==> src/rtl/sfd_pkg.sv <==
`timescale 1ns/1ps
package sfd_pkg;
  localparam int BYTE_W = 8;

  typedef struct packed {
    logic              sof;
    logic              eof;
    logic [BYTE_W-1:0] data;
  } sfd_beat_t;
endpackage

==> src/rtl/sfd_rule_match.sv <==
`timescale 1ns/1ps
module sfd_rule_match #(
  parameter int NRULE = 4
) (
  input  logic [7:0]         code_in,
  input  logic [NRULE-1:0]   rule_en,
  input  logic [NRULE*8-1:0] rule_code,
  input  logic [NRULE*8-1:0] rule_val,
  output logic               hit,
  output logic [7:0]         hit_val
);
  logic [NRULE-1:0] match;

  for (genvar gi = 0; gi < NRULE; gi++) begin : g_rule
    assign match[gi] = rule_en[gi] && (code_in == rule_code[gi*8 +: 8]);
  end

  // lowest index takes priority: scan downward so it is written last
  always_comb begin
    hit_val = 8'h00;
    for (int i = NRULE - 1; i >= 0; i--) begin
      if (match[i]) hit_val = rule_val[i*8 +: 8];
    end
  end

  assign hit = |match;
endmodule

==> src/rtl/sfd_len_track.sv <==
`timescale 1ns/1ps
module sfd_len_track #(
  parameter int LEN_W = 13
) (
  input  logic             clk,
  input  logic             rst_n,
  input  logic             push,
  input  logic             clear,
  input  logic [LEN_W-1:0] limit,
  output logic             first,
  output logic             last
);
  logic [LEN_W-1:0] cnt_q;

  assign first = (cnt_q == '0);
  // the byte being pushed is number cnt_q+1; it is last when that exceeds limit
  assign last  = (cnt_q >= limit);

  always_ff @(posedge clk) begin
    if (!rst_n)     cnt_q <= '0;
    else if (clear) cnt_q <= '0;
    else if (push)  cnt_q <= last ? '0 : cnt_q + LEN_W'(1);
  end
endmodule

==> src/rtl/sfd_out_reg.sv <==
`timescale 1ns/1ps
module sfd_out_reg
  import sfd_pkg::*;
(
  input  logic      clk,
  input  logic      rst_n,
  input  logic      load,
  input  sfd_beat_t beat_in,
  input  logic      out_ready,
  output logic      out_valid,
  output sfd_beat_t beat_out,
  output logic      slot_free
);
  assign slot_free = !out_valid || out_ready;

  always_ff @(posedge clk) begin
    if (!rst_n) begin
      out_valid <= 1'b0;
      beat_out  <= '0;
    end else if (load) begin
      out_valid <= 1'b1;
      beat_out  <= beat_in;
    end else if (out_ready) begin
      out_valid <= 1'b0;
    end
  end


  hold_on_stall_chk: assert property (@(posedge clk) disable iff (!rst_n)
    (out_valid && !out_ready) |=> (out_valid && $stable(beat_out)));


  load_into_busy_chk: assert property (@(posedge clk) disable iff (!rst_n)
    (load && out_valid) |-> out_ready);
endmodule

==> src/rtl/sfd_decoder.sv <==
`timescale 1ns/1ps
module sfd_decoder
  import sfd_pkg::*;
#(
  parameter int NRULE = 4,
  parameter int LEN_W = 13
) (
  input  logic               clk,
  input  logic               rst_n,
  input  logic               in_valid,
  output logic               in_ready,
  input  logic [7:0]         in_data,
  output logic               out_valid,
  input  logic               out_ready,
  output logic [7:0]         out_data,
  output logic               out_sof,
  output logic               out_eof,
  input  logic               sep_en,
  input  logic [7:0]         sep_char,
  input  logic [7:0]         esc_char,
  input  logic [NRULE-1:0]   rule_en,
  input  logic [NRULE*8-1:0] rule_code,
  input  logic [NRULE*8-1:0] rule_val,
  input  logic [LEN_W-1:0]   len_limit,
  output logic               rx_start,
  output logic               err
);
  logic       slot_free;
  logic       spill_v, pend_q;
  logic [7:0] spill_q;
  logic       hold_v, hold_sof, hold_eof;
  logic [7:0] hold_q;
  logic       first, last;
  logic       hit;
  logic [7:0] hit_val;
  logic       accept, is_sep, is_lead;
  logic       push_v, flush_v, pend_d, spill_set, err_d, rxs_d;
  logic [7:0] push_byte;
  logic       emit;
  sfd_beat_t  beat_in, beat_out;

  assign in_ready = slot_free && !spill_v;
  assign accept   = in_valid && in_ready;
  assign is_sep   = sep_en && (in_data == sep_char);
  assign is_lead  = (|rule_en) && (in_data == esc_char);

  sfd_rule_match #(.NRULE(NRULE)) u_match (
    .code_in  (in_data),
    .rule_en  (rule_en),
    .rule_code(rule_code),
    .rule_val (rule_val),
    .hit      (hit),
    .hit_val  (hit_val)
  );

  // per-cycle decision: at most one payload push or one frame flush
  always_comb begin
    push_v    = 1'b0;
    push_byte = in_data;
    flush_v   = 1'b0;
    pend_d    = pend_q;
    spill_set = 1'b0;
    err_d     = 1'b0;
    rxs_d     = 1'b0;
    if (spill_v) begin
      if (slot_free) begin
        push_v    = 1'b1;
        push_byte = spill_q;
      end
    end else if (accept) begin
      if (!pend_q) begin
        if (is_sep) begin
          flush_v = 1'b1;
          rxs_d   = first;
        end else if (is_lead) begin
          pend_d = 1'b1;
        end else begin
          push_v = 1'b1;
        end
      end else begin
        pend_d = 1'b0;
        if (is_sep) begin
          flush_v = 1'b1;
          err_d   = 1'b1;
        end else if (hit) begin
          push_v    = 1'b1;
          push_byte = hit_val;
        end else begin
          push_v    = 1'b1;
          push_byte = esc_char;
          spill_set = 1'b1;
          err_d     = 1'b1;
        end
      end
    end
  end

  sfd_len_track #(.LEN_W(LEN_W)) u_len (
    .clk  (clk),
    .rst_n(rst_n),
    .push (push_v),
    .clear(flush_v),
    .limit(len_limit),
    .first(first),
    .last (last)
  );

  always_ff @(posedge clk) begin
    if (!rst_n) begin
      pend_q   <= 1'b0;
      spill_v  <= 1'b0;
      spill_q  <= 8'h00;
      hold_v   <= 1'b0;
      hold_q   <= 8'h00;
      hold_sof <= 1'b0;
      hold_eof <= 1'b0;
      err      <= 1'b0;
      rx_start <= 1'b0;
    end else begin
      pend_q   <= pend_d;
      err      <= err_d;
      rx_start <= rxs_d;
      if (spill_set) begin
        spill_v <= 1'b1;
        spill_q <= in_data;
      end else if (spill_v && slot_free) begin
        spill_v <= 1'b0;
      end
      if (push_v) begin
        hold_v   <= 1'b1;
        hold_q   <= push_byte;
        hold_sof <= first;
        hold_eof <= last;
      end else if (flush_v) begin
        hold_v <= 1'b0;
      end
    end
  end

  assign emit         = (push_v || flush_v) && hold_v;
  assign beat_in.sof  = hold_sof;
  assign beat_in.eof  = hold_eof || flush_v;
  assign beat_in.data = hold_q;

  sfd_out_reg u_out (
    .clk      (clk),
    .rst_n    (rst_n),
    .load     (emit),
    .beat_in  (beat_in),
    .out_ready(out_ready),
    .out_valid(out_valid),
    .beat_out (beat_out),
    .slot_free(slot_free)
  );

  assign out_data = beat_out.data;
  assign out_sof  = beat_out.sof;
  assign out_eof  = beat_out.eof;

  // frame tracking seen from the output port, used by the checks below
  logic open_q;
  always_ff @(posedge clk) begin
    if (!rst_n)                      open_q <= 1'b0;
    else if (out_valid && out_ready) open_q <= !out_eof;
  end


  frame_mark_chk: assert property (@(posedge clk) disable iff (!rst_n)
    out_valid |-> (out_sof == !open_q));


  pulse_excl_chk: assert property (@(posedge clk) disable iff (!rst_n)
    !(err && rx_start));


  rx_start_src_chk: assert property (@(posedge clk) disable iff (!rst_n)
    rx_start |-> $past(in_valid && in_ready));
endmodule

==> config.mk <==
export PLATFORM = sky130hd
export DESIGN_NAME = sfd_decoder
export DESIGN_NICKNAME = d
export VERILOG_FILES = /design/src/rtl/sfd_pkg.sv /design/src/rtl/sfd_rule_match.sv /design/src/rtl/sfd_len_track.sv /design/src/rtl/sfd_out_reg.sv /design/src/rtl/sfd_decoder.sv
export SDC_FILE = /design/constraint.sdc
export NUM_CORES = 1
export LEC_CHECK = 0
export BUFFER_PORTS_ARGS = -buffer_cell sky130_fd_sc_hd__clkbuf_2
export CORE_ASPECT_RATIO = 1.4
export CORE_MARGIN = 1
export CORE_UTILIZATION = 35
export DETAILED_ROUTE_END_ITERATION = 7
export SLEW_MARGIN = 30
export SYNTH_ARGS = -nofsm -noshare
export SYNTH_HDL_FRONTEND = slang
export SYNTH_HIERARCHICAL = 1
export SYNTH_SLANG_ARGS = --single-unit
==> constraint.sdc <==
create_clock -name clk -period 6.7 [get_ports clk]
set_input_delay 1.34 -clock clk [delete_from_list [all_inputs] [get_ports clk]]
set_output_delay 1.34 -clock clk [all_outputs]
set_load 0.01 [all_outputs]
Word-level counts from Yosys, hierarchy flattened:

Cells that the tools add are included.

* bits in registers: 47
* input port bits: 110
* output and inout bits: 14
* word-level logic and storage cells: 88

* $add $sub $neg: 1
* order comparisons: 1
* equal/unequal tests: 6
* muxes and demuxes: 36
* bitwise operators: 5
* reductions and logical operators: 25

Operators by type and width (number)
* $mux 8: 10
* $eq 8x8->1: 6
* $mux 1: 25
* $add 13x1->13 const B: 1
* $ge 13x13->1: 1
* $logic_not 13->1: 1
* $mux 13: 1
* $reduce_or 4->1: 3
* $logic_and 1x1->1: 10
* $reduce_bool 2->1: 3
* $not 1->1: 5
* $reduce_or 5->1: 1
* $logic_or 1x1->1: 3
* $logic_not 1->1: 2
* $reduce_and 2->1: 1
* $reduce_or 2->1: 1

Longest topological paths before layout:

* word-level depth: 11
* mapped depth: 12
* depth with buffers taken out: 10

Modules after synthesis:

The synthesis kept the hierarchy.

Modules (own cells, without submodules)
* sfd_decoder: times used 1, cells an instance 160, area each 1476.4 um2, seq. area each 460.4 um2
* sfd_len_track: times used 1, cells an instance 127, area each 1021.0 um2, seq. area each 260.2 um2
* sfd_rule_match: times used 1, cells an instance 96, area each 769.5 um2, seq. area each 0.0 um2
* sfd_out_reg: times used 1, cells an instance 36, area each 415.4 um2, seq. area each 220.2 um2

Worst setup path before layout:

OpenSTA, ideal clock, no wires.

* kind: input -> register
* start: input in_data[1]
* end: register spill_q[0]
* setup time: 0.128 ns
* arrival: 3.672 ns
* data required time: 6.572 ns
* setup slack: 2.901 ns
* stages on the path: 11
* path through: buf_2 > xnor2_1 > and2_0 > and3_4 > or4_1 > clkbuf_1 > or3_1 > a31oi_1 > buf_4 > mux2i_1 > nor2_1

* word-level cells in the longest chain between the ends: 8
* elaborated cells between the ends (all ways): 16

Ends and longest elaborated chain
* start, declared: RTL line sfd_decoder.sv:12 `input logic [7:0] in_data,`
* $eq 8x8->1: RTL line sfd_rule_match.sv:15 `assign match[gi] = rule_en[gi] && (code_in == rule_code[gi*8 +: 8]);`
* $logic_and 1x1->1: RTL line sfd_rule_match.sv:15
* $reduce_or 4->1 *: RTL line sfd_rule_match.sv:26 `assign hit = |match;`
* via hit: RTL line sfd_decoder.sv:34 `logic hit;`
* $mux 1 *: RTL line sfd_decoder.sv:85 `end else if (hit) begin`
* $mux 1 *: RTL line sfd_decoder.sv:82 `if (is_sep) begin`
* $mux 1 *: RTL line sfd_decoder.sv:71 `if (!pend_q) begin`
* $mux 1 *: RTL line sfd_decoder.sv:70 `end else if (accept) begin`
* $mux 1 *: RTL line sfd_decoder.sv:65 `if (spill_v) begin`
* end signal, assigned: RTL line sfd_decoder.sv:125 `spill_q <= in_data;`
* end, declared: RTL line sfd_decoder.sv:30 `logic [7:0] spill_q;`

Mark *: on every way through the listed nets, which the timed path passes. The rest lies on a longest branch.
A chain may end at the register's enable or synchronous reset.

Worst setup path after layout:

* start: input in_data[4]
* end: register spill_q[2]

Same word-level chain as after synthesis.

==> results.yml <==
clock_network:
  cts_tree: "done"
  cts_root_buf: "clkbuf_16"
  clk_path_buf_depth: 2
  hold_buffers: 0
  clkTransAtPathRegs_ps: 60
  h-tree-depth: 2
  insertion_delay_ps: 290
  cts.repair.resized: 0
  cts_setup_buffers: 0
  cts_num_sinks: 47
  cts_buffers: 5
critical_path:
  crit_path_start: "in_data[4]"
  critPathLaunchType: "input pin"
  reg2reg_depth: 10
  path_max_fanout: 11
  worstReg2RegEnd: "u_len/cnt_q[12]"
  reg2reg_slack_ps: 4140
  r2r-start: "u_out/out_valid"
  required_ps: 6850
  crit_path_end_kind: "flop"
  arrival_ps: 4290
  worstSetupPathType: "in2reg"
  crit_end: "spill_q[2]"
sta:
  hold_violations: 0
  timing.fmax_ghz: 0.242
  tns_ps: 0
  clock-skew-final_ps: 4.27
  tightest_slew_ps: 904
  maxSlewHeadroom_pct: 39.4
  slew_violations: 0
  min_period_ps: 4140
  fin_crit_sh_pct: 61.8
  rsz0062_at_grt: "false"
  setup_viol: 0
  worst_slack_ps: 2560
routing:
  num_vias: 3505
  ant_nets: 0
  wl_per_cell_um: 15.6
  via_per_inst: 5.25
  drt_iter0_drc: 142
  drc: 0
  drt-total-wl_um: 10400
  drt_first_pass_iters: 4
min_path:
  holdPathStages: 2
  hold_class: "reg2reg"
placed_design:
  io_buffers: 123
  place_ws_ps: 2250
  gp_congestion: 0.842
  dpl.cell_count: 659
  dp_hpwl_um: 8540
floorplan:
  std_cell_rows: 43
  dieArea_mm2: 0.0109
  ios: 124
  start_util_pct: 36.6
  core_region_area_mm2: 0.0101
  die-height_um: 123
  die_x_um: 88.7
synth:
  ys_seq_elements: 47
  syn_area_per_cell_um2: 8.79
  ys.flop_type: "dfxtp_1"
  yosysWarningCount: 6
  synth-async-reset-ratio_pct: 0
  yosysUniqueCellTypes: 59
  synth_seq_area_share_pct: 25.6
  syn_area_mm2: 0.00368
  synthesis.nets: 544
  yosysTopAreaCell: "dfxtp_1"
  syn_inst: 419
  synth-edff-count: 0
  synth_top_area_share_pct: 25.6
  yosys-top-cells-area: "dfxtp_1 (26%), xnor2_1 (9.0%), mux2i_1 (8.4%), ha_1 (5.1%), xor2_1 (4.8%)"
cells_and_area:
  drive_gt1_share_pct: 32.1
  finalNonFillerCells: 667
  antennaDiodeCount: 0
  nets: 656
  layout_commonest_cell: "clkbuf_2"
  area_growth_pct: 23.4
  most-common-layout-cells: "clkbuf_2 (123), dfxtp_1 (47), xnor2_1 (38)"
  utilization_pct: 45.2
power_and_ir_drop:
  p_int_uw: 568
  comb_power_share_pct: 19.0
  seq_power_share_pct: 38.4
  ir_worst_vdd_mv: 0.0906
  p_clk_share_pct: 42.5
  leakage_nw: 1.90
  p_sw_share_pct: 25.4
  p_per_area_mw_per_mm2: 167
  p_sw_uw: 193
status:
  status: "finished clean"
global_routing:
  grt_max_degree: 22
  grtUsageTotal_pct: 19.9
  antenna_found_initial: 0
  grt_pass1_vias: 3416
  grt_overflow: 0
  grt_pass1_wl_um: 16600
job:
  maxCapViolations: 0
## worst max-delay path, stage by stage
cell      delay, ps
clkbuf_2        240
xor2_1          270
nor4_4          100
and3_4          240
or4_1           780
or3_1           440
a31oi_2         570
mux2i_1         260
nor2_1           50
## flip-flops by register name, summed over array words and instances, names as in the netlist
signal / count
err: 1
hold_eof: 1
hold_q: 8
hold_sof: 1
hold_v: 1
pend_q: 1
rx_start: 1
spill_q: 8
spill_v: 1
u_len/cnt_q: 13
u_out/beat_out: 10
u_out/out_valid: 1
## through the flow
step | power [mW] | hold WS (ps) | cell area (um^2)
after floorplan | 0.382 | 440 | 3680
after global placement | 0.441 | 459 | 4350
after detailed placement | 0.444 | 463 | 4350
after CTS | 0.768 | 472 | 4550
after global routing | 0.796 | 501 | 4550
final | 0.761 | 470 | 4550
## per-layer routing
metal,wire [um],GRT usage (%),vias to the layer above,share of wire [%]
met5,0,0,-,0
met4,340,8.27,0,3.3
met3,630,4.01,28,6.1
met2,5480,37.9,173,53
met1,3930,20.8,1570,38
li1,-,-,1734,-
## power by group through the flow
stage | registers, mW | logic (mW) | clock network (mW)
5_1_grt | 0.294 | 0.158 | 0.344
3_3_place_gp | 0.299 | 0.142 | 0
3_5_place_dp | 0.299 | 0.145 | 0
2_1_floorplan | 0.298 | 0.0837 | 0
4_1_cts | 0.293 | 0.145 | 0.330
6_report | 0.292 | 0.145 | 0.324
## cells in the mapped netlist, types with 3 or more instances
master	number
dfxtp_1	47
xnor2_1	38
inv_1	31
mux2i_1	31
nand2_1	30
nand3_1	23
nor2_1	22
xor2_1	20
a21oi_1	15
ha_1	15
nor2b_1	12
a221oi_2	11
nand4_1	9
o221ai_1	9
a211oi_1	8
o22ai_1	8
clkbuf_1	7
nor4_1	6
o21ai_0	6
buf_4	5
nand4b_1	5
and3_1	3
buf_2	3
buf_6	3
nand2b_1	3
nor3_2	3
nor3_4	3
or3_1	3
## final cells by class
type | instances | area, um^2
fillers | 1022 | 5520
repair buffers | 124 | 623
clock buffers | 5 | 125
flip-flops and latches | 47 | 941
inverters | 33 | 124
multi-input cells | 320 | 2500
clock inverters | 3 | 67.6
well taps | 135 | 169
## worst min path at each step
stage	from	end
after global routing	hold_q[3]	hold_q[3]
after global placement	hold_q[0]	hold_q[0]
final	hold_q[0]	hold_q[0]
after detailed placement	hold_q[0]	hold_q[0]
after CTS	hold_q[0]	hold_q[0]
after floorplan	hold_q[0]	hold_q[0]
## cells by family (layout without fill, tap and decap cells)
family | after synthesis | in the layout | share of synthesized area, %
compound gates | 70 | 70 | 15.8
xor+xnor | 58 | 58 | 13.8
fa+ha+maj | 15 | 15 | 5.10
buf+inv | 52 | 165 | 6.83
flops | 47 | 47 | 25.6
mux | 31 | 31 | 8.43
simple gates | 146 | 146 | 24.5
(Power assumes the default switching activity.)
